==> src/rtl/modexp_r2l.sv <==
module modexp_r2l #(
  parameter int W      = 32,
  parameter int HARDEN = 0
) (
  input  logic         clk,
  input  logic         rst_n,
  input  logic         start,
  input  logic [W-1:0] base_i,
  input  logic [W-1:0] exp_i,
  input  logic [W-1:0] mod_i,
  output logic         ready,
  output logic         done,
  output logic [W-1:0] result
);
  localparam int CW = (W > 1) ? $clog2(W) : 1;

  typedef enum logic [1:0] {S_IDLE, S_CHK, S_MUL, S_SQR} st_t;

  st_t           st;
  logic [W-1:0]  acc, sq, key, nreg, part;
  logic [CW-1:0] cnt;

  logic          last, use_mul, bbit;
  logic [W-1:0]  mul_b, nxt;
  logic [W+1:0]  t1, t1r, t2, nx;

  assign last    = (cnt == '0);
  assign use_mul = key[0] | (HARDEN != 0);
  assign mul_b   = (st == S_MUL) ? acc : sq;
  assign bbit    = mul_b[cnt];

  assign nx  = {2'b00, nreg};
  assign t1  = {1'b0, part, 1'b0};
  assign t1r = (t1 >= nx) ? t1 - nx : t1;
  assign t2  = t1r + {2'b00, sq & {W{bbit}}};
  assign nxt = (t2 >= nx) ? W'(t2 - nx) : W'(t2);

  assign ready  = (st == S_IDLE);
  assign done   = (st == S_CHK) && (key == '0);
  assign result = acc;

  always_ff @(posedge clk or negedge rst_n) begin
    if (!rst_n) begin
      st   <= S_IDLE;
      acc  <= '0;
      sq   <= '0;
      key  <= '0;
      nreg <= '0;
      part <= '0;
      cnt  <= '0;
    end else begin
      unique case (st)
        S_IDLE: if (start) begin
          nreg <= mod_i;
          key  <= exp_i;
          sq   <= base_i;
          acc  <= (mod_i == W'(1)) ? '0 : W'(1);
          st   <= S_CHK;
        end
        S_CHK: begin
          part <= '0;
          cnt  <= CW'(W-1);
          if (key == '0)   st <= S_IDLE;
          else if (use_mul) st <= S_MUL;
          else             st <= S_SQR;
        end
        S_MUL: begin
          if (last) begin
            part <= '0;
            cnt  <= CW'(W-1);
            if (key[0]) acc <= nxt;
            st   <= S_SQR;
          end else begin
            part <= nxt;
            cnt  <= cnt - 1'b1;
          end
        end
        S_SQR: begin
          part <= nxt;
          cnt  <= cnt - 1'b1;
          if (last) begin
            sq  <= nxt;
            key <= key >> 1;
            st  <= S_CHK;
          end
        end
        default: st <= S_IDLE;
      endcase
    end
  end
endmodule

==> config.mk <==
export PLATFORM = sky130hd
export DESIGN_NAME = modexp_r2l
export DESIGN_NICKNAME = d
export VERILOG_FILES = /design/src/rtl/modexp_r2l.sv
export SDC_FILE = /design/constraint.sdc
export NUM_CORES = 1
export LEC_CHECK = 0
export CAP_MARGIN = 10
export CORE_MARGIN = 3
export CORE_UTILIZATION = 34
export CTS_BUF_LIST = sky130_fd_sc_hd__clkbuf_4
export DETAILED_ROUTE_END_ITERATION = 8
export SYNTH_ARGS = -nofsm -noshare
export SYNTH_HDL_FRONTEND = slang
export SYNTH_SLANG_ARGS = --single-unit
==> constraint.sdc <==
create_clock -name clk -period 19.3 [get_ports clk]
set_clock_uncertainty 0.1 [all_clocks]
set_input_delay 5.79 -clock clk [delete_from_list [all_inputs] [get_ports clk]]
set_output_delay 5.79 -clock clk [all_outputs]
set_load 0.005 [all_outputs]
# Word-level counts from Yosys, hierarchy flattened
# Index checks and enable logic that the tools add are counted.
[word_totals] input_bits=99 out_inout_bits=34 wordCells=60 regBits=167
[op_classes] bitwise_logic=1 add_sub_neg=4 eq_ne=8 n_lt_le_gt_ge=3 n_mux=26 reduce_logical=11
[op_table] operator="$mux W32" n=10
[op_table] operator="$pmux W32 S2" n=3
[op_table] operator="$pmux W32 S3" n=1
[op_table] operator="$add A34 B32 Y34" n=1
[op_table] operator="$ge A34 B32 Y1" n=1
[op_table] operator="$mux W34" n=1
[op_table] operator="$sub A33 B32 Y34" n=1
[op_table] operator="$ge A33 B32 Y1" n=1
[op_table] operator="$and A32 B32 Y32" n=1
[op_table] operator="$eq A32 B1 Y1 const B" n=1
[op_table] operator="$logic_not A32 Y1" n=1
[op_table] operator="$sub A32 B32 Y32" n=1
[op_table] operator="$pmux W5 S3" n=1
[op_table] operator="$mux W2" n=4
[op_table] operator="$ne A2 B2 Y1 const B" n=4
[op_table] operator="$pmux W2 S4" n=1
[op_table] operator="$lt A5 B6 Y1 const B" n=1
[op_table] operator="$reduce_and A3 Y1" n=2
[op_table] operator="$bmux W1 S5" n=1
[op_table] operator="$logic_not A5 Y1" n=1
[op_table] operator="$mux W5" n=1
[op_table] operator="$sub A5 B1 Y5 const B" n=1
[op_table] operator="$eq A2 B2 Y1 const B" n=2
[op_table] operator="$reduce_and A4 Y1" n=1
[op_table] operator="other kinds (7)" n=10

# Logic depth before layout (Yosys ltp)
[depth] ltp_word=11 mapped_depth=36 mapped_depth_nobuf=35

# Worst setup path before layout
# No wires, ideal clock.
[synth_path] kind="reg-to-reg" start="register st[0]" end="register sq[11]" period_less_slack_ns=7.837 setup_ns=0.130 path_stages_with_launch=34 t_arrival_ns=7.607 setup_slack_ns=11.463 path_buffers=5 required_time_ns=19.070 path_cell_list="dfrtp_1 > inv_1 > ha_1 > clkbuf_1 > buf_2 > clkbuf_1 > mux4_2 > mux4_2 > mux4_2 > clkbuf_1 > and2_1 > ha_1 > and4_1 > a221oi_1 > o21ai_1 > or2_2 > a21o_1 > a21oi_1 > o21bai_1 > a21oi_1 > xnor2_1 > ha_1 > nand4_1 > nor2_1 > a211oi_1 > o221ai_2 > o21ai_1 > nand4_1 > nor4_1 > a41oi_2 > o21ai_4 > buf_6 > mux2i_1 > o21ai_1"
[synth_via] elab_chain_len=10 word_cells_on_any_way=17 classes_between="add/sub (2); order compare (1); eq/ne (4); mux (6); bitwise (1); reduce/logical (3)"
[synth_lines] item="start: declaration" line="19" text="st_t st;"
[synth_lines] item="start signal: assignment" line="44" text="st <= S_IDLE;"
[synth_lines] item="start signal: assignment" line="58" text="st <= S_CHK;"
[synth_lines] item="start signal: assignment" line="63" text="if (key == '0) st <= S_IDLE;"
[synth_lines] item="$eq A2 B2 Y1" line="29" text="assign mul_b = (st == S_MUL) ? acc : sq;"
[synth_lines] item="$mux W32" line="29"
[synth_lines] item="$bmux W1 S5" line="30" text="assign bbit = mul_b[cnt];"
[synth_lines] item="$mux W1 (implied by the code)" line="30"
[synth_lines] item="$and A32 B32 Y32" line="35" text="assign t2 = t1r + {2'b00, sq & {W{bbit}}};"
[synth_lines] item="$add A34 B32 Y34" line="35"
[synth_lines] item="$sub A32 B32 Y32 / $ge A34 B32 Y1 (equally long branches)" line="36" text="assign nxt = (t2 >= nx) ? W'(t2 - nx) : W'(t2);"
[synth_lines] item="$mux W32" line="36"
[synth_lines] item="$mux W32" line="81" text="if (last) begin"
[synth_lines] item="$pmux W32 S2" line="52" text="unique case (st)"
[synth_lines] item="end signal: assignment" line="56" text="sq <= base_i;"
[synth_lines] item="end signal: assignment" line="82" text="sq <= nxt;"
[synth_lines] item="end: declaration" line="20" text="logic [W-1:0] acc, sq, key, nreg, part;"
# Several ways; a longest one is shown, not always the timed one. The select of a mux whose other input is x is not followed.
# A chain may end at the register's enable or synchronous reset.

# Worst setup path after layout
[layout_path] start="register st[0]" end="register sq[0]"
# Same word-level chain as after synthesis.

==> results_dict.tcl <==
set metrics [dict create \
    dr.first_iter.drc_count 762 \
    whs_ns 0.426 \
    worst-endpoint-required_ns 19.75 \
    syn_area_sq_mm 0.0133 \
    ys.warnings.count 0 \
    synth.top_cells.by_area "sky130_fd_sc_hd__dfrtp_1 (31%), sky130_fd_sc_hd__ha_1 (9.6%), sky130_fd_sc_hd__a21oi_1 (5.4%), sky130_fd_sc_hd__mux2i_1 (4.7%), sky130_fd_sc_hd__xnor2_1 (4.2%)" \
    finalNetCount 1806 \
    irDropWorstVdd_v 0.0000887 \
    synth_top_cells_by_count "sky130_fd_sc_hd__dfrtp_1 (167), sky130_fd_sc_hd__nand2_1 (148), sky130_fd_sc_hd__a21oi_1 (145), sky130_fd_sc_hd__ha_1 (102), sky130_fd_sc_hd__o21ai_1 (99)" \
    setup_repair_after_global_routing_missed_its_margin "false" \
    root_buffer_cell "sky130_fd_sc_hd__clkbuf_4" \
    timing.max_cap.violations 0 \
    worst_hold_path_type "reg2reg" \
    clock_sink_count 167 \
    cts_htree_levels 4 \
    postCtsHoldBufs 0 \
    r2r-start "st[0]" \
    die_w_um 204 \
    grt_antenna_before_repair 2 \
    clkTransAtPathRegs_ns 0.17 \
    timing.critical_path.from_type "register" \
    worstPathArrival_ns 9.79 \
    max-clock-path-buffers 2 \
    post-synth-top-count-cell "sky130_fd_sc_hd__dfrtp_1" \
    drc_violations_left 0 \
    crit_path_capture "sq[0]" \
    timing.critical_path.from "st[0]" \
    timing.final.crit_period_ns 9.34 \
    synthDistinctLibCells 67 \
    crit_type "reg2reg" \
    filler_cell_count 3809 \
    final-setup-viol-count 0 \
    timing.critical_path.slowest_cell_delay_ns 0.79 \
    num_vias 11700 \
    remaining_max_slew_budget_at_the_tightest_pin 0.408 \
    post_cts_setup_buffers 0 \
    avgSynthCellArea_sq_um 8.86 \
    drt-pass1-iter-count 5 \
    gpl.final_weighted_congestion 0.940 \
    first_global_vias 11700 \
    grt_use_total 0.208 \
    avgViaCountPerCell 5.52 \
    grt_start_max_net_pins 84 \
    grt_first_pass_wirelength_um 67500 \
    share_of_final_layout_standard_cells_stronger_than_drive_strength_1 0.0842 \
    syn-num-nets 1707 \
    maxSlewViolCount 0 \
    core-area_sq_mm 0.0381 \
    ys_async_sr_fraction 1.00 \
    total_leakage_power_uw 0.00689 \
    synth-edff-count 0 \
    critical_path_peak_fanout 32 \
    die_area_sq_mm 0.0416 \
    ff2ff_setup_slack_ns 9.96 \
    yosysTopAreaCellShare 0.314 \
    worstSkewPairLatency_ns 0.61 \
    status "finished, final reports clean" \
    category_of_the_worst_setup_path_capture_point "register" \
    postSynth.topFlopCell "sky130_fd_sc_hd__dfrtp_1" \
    hold_violations 0 \
    power_per_cell_area_mw_per_mm2 208 \
    post_synthesis_sequential_area_ratio 0.314 \
    final.setup.tns_ns 0 \
    finalWirelength_um 43800 \
    cts-buffers-inserted 17 \
    boundaryPins 133 \
    cts_repair_resize_count 0 \
    std_cell_rows 71 \
    utilization 0.405 \
    reg2reg_depth 30 \
    max_freq_ghz 0.107 \
    cell_count_after_synthesis 1503 \
    crit-reg2reg-capture "sq[0]" \
    portBuffers 132 \
    synth_top_area_cell "sky130_fd_sc_hd__dfrtp_1" \
    cts_tree "built" \
    fp.dieH_um 204 \
    timing.hold.worst.start "nreg[28]" \
    ant_nets 0 \
    cpMaxStageDelayCell "sky130_fd_sc_hd__mux4_2" \
    tightestPinTransition_ns 0.880 \
    yosys_register_bits 167 \
    post-dp-hpwl_um 33700 \
    wl_per_cell_um 20.6 \
    areaGrowthSynthToFinish_pct 15.8 \
    grt_overflow_total 0 \
    layout_worst_path_cycle_share 0.484 \
    initial_core_util 0.349 \
]
metal layers:
layer / GRT usage / routed length (um) / vias to the layer above
li1: - / - / 5676
met1: 0.266 / 19100 / 5685
met2: 0.360 / 21600 / 301
met3: 0.0309 / 1730 / 71
met4: 0.0686 / 1450 / 0
met5: 0 / 0 / -
where the power goes:
| part | leakage (uW) | internal (uW) | switching (uW) |
|---|---|---|---|
| Combinational | 0.00463 | 959 | 1420 |
| Sequential | 0.00212 | 494 | 122 |
| Clock | 0.000145 | 69.0 | 152 |
worst min-delay path by stage:
stage	to	depth (start not counted)
3_5_place_dp	nreg[11]	1
3_3_place_gp	key[1]	2
2_1_floorplan	key[31]	2
6_report	nreg[28]	1
4_1_cts	nreg[7]	1
5_1_grt	nreg[21]	1
flip-flops by register name, indices dropped and copies added (netlist names):
signal and flops:
key 32, nreg 32, part 32, result 32
sq 32, cnt 5, st 2
through the flow:
step | instance area, sq um | total power, uW | instances | setup slack [ns]
finish | 15400 | 3210 | 2127 | 9.96
floorplan | 13300 | 2340 | 1503 | 11.46
global placement | 15100 | 2950 | 2094 | 10.19
CTS | 15400 | 3210 | 2126 | 10.06
detailed placement | 15100 | 2980 | 2094 | 10.13
global route | 15400 | 3490 | 2127 | 9.44
cells by family (layout without fill, tap and decap cells):
logic type                 after synthesis  after routing  synth area share
adders and majority gates              105            105             0.100
and+or+nand+nor                        409            409             0.153
xor gates and xnor gates                86             86            0.0566
buffers and inverters                  132            244            0.0393
muxes                                  129            129             0.121
DFF                                    167            167             0.314
other                                    0              1                 0
AOI/OAI and AO/OA                      475            475             0.216
final cells by class:
type                            count  area, sq um  area share
Antenna cell                        1         2.50    0.000162
Clock buffer                       18          135     0.00876
Clock inverter                     14          143     0.00925
Inverter                           67          251      0.0163
Multi-Input combinational cell   1204         8650       0.561
Sequential cell                   167         4180       0.271
Tap cell                          511          639      0.0415
Timing Repair Buffer              145         1420      0.0921
placed cells by master (no fill, tap or decap), types with 8 or more instances in the layout:
master / synthesis / layout
sky130_fd_sc_hd__o21ai_1: 99 / 98
sky130_fd_sc_hd__nand2b_1: 17 / 17
sky130_fd_sc_hd__xor2_1: 22 / 22
sky130_fd_sc_hd__a21o_1: 48 / 47
sky130_fd_sc_hd__dfrtp_1: 167 / 167
sky130_fd_sc_hd__o21a_1: 12 / 12
sky130_fd_sc_hd__nand2_1: 148 / 148
sky130_fd_sc_hd__nor2_1: 71 / 71
sky130_fd_sc_hd__inv_1: 67 / 67
sky130_fd_sc_hd__mux2_2: 45 / 45
sky130_fd_sc_hd__a31oi_1: 10 / 10
sky130_fd_sc_hd__nor3b_1: 33 / 33
sky130_fd_sc_hd__or2_2: 9 / 9
sky130_fd_sc_hd__mux4_2: 21 / 21
sky130_fd_sc_hd__nand4_1: 16 / 16
sky130_fd_sc_hd__mux2i_1: 63 / 63
sky130_fd_sc_hd__a21oi_1: 145 / 144
sky130_fd_sc_hd__ha_1: 102 / 101
sky130_fd_sc_hd__nor3_1: 11 / 11
sky130_fd_sc_hd__nor4_1: 18 / 18
sky130_fd_sc_hd__and3_1: 8 / 8
sky130_fd_sc_hd__and2_1: 35 / 35
sky130_fd_sc_hd__buf_4: 0 / 13
sky130_fd_sc_hd__o21ai_0: 78 / 78
sky130_fd_sc_hd__clkbuf_4: 0 / 18
sky130_fd_sc_hd__xnor2_1: 64 / 64
sky130_fd_sc_hd__clkdlybuf4s50_1: 0 / 131
sky130_fd_sc_hd__o211ai_1: 11 / 11
sky130_fd_sc_hd__nor2b_1: 12 / 12
sky130_fd_sc_hd__o21bai_1: 12 / 12
sky130_fd_sc_hd__nand3_1: 16 / 15
critical path, delay by kind of cell (launching register included):
family | cells | cell delay (ns)
fa+ha+maj | 3 | 0.87
buf+inv | 3 | 1.09
simple gates | 7 | 1.48
mux | 4 | 2.49
flops | 1 | 0.46
compound gates | 12 | 2.53
xor+xnor | 1 | 0.19
No activity file was read; power rests on OpenSTA's default activity.
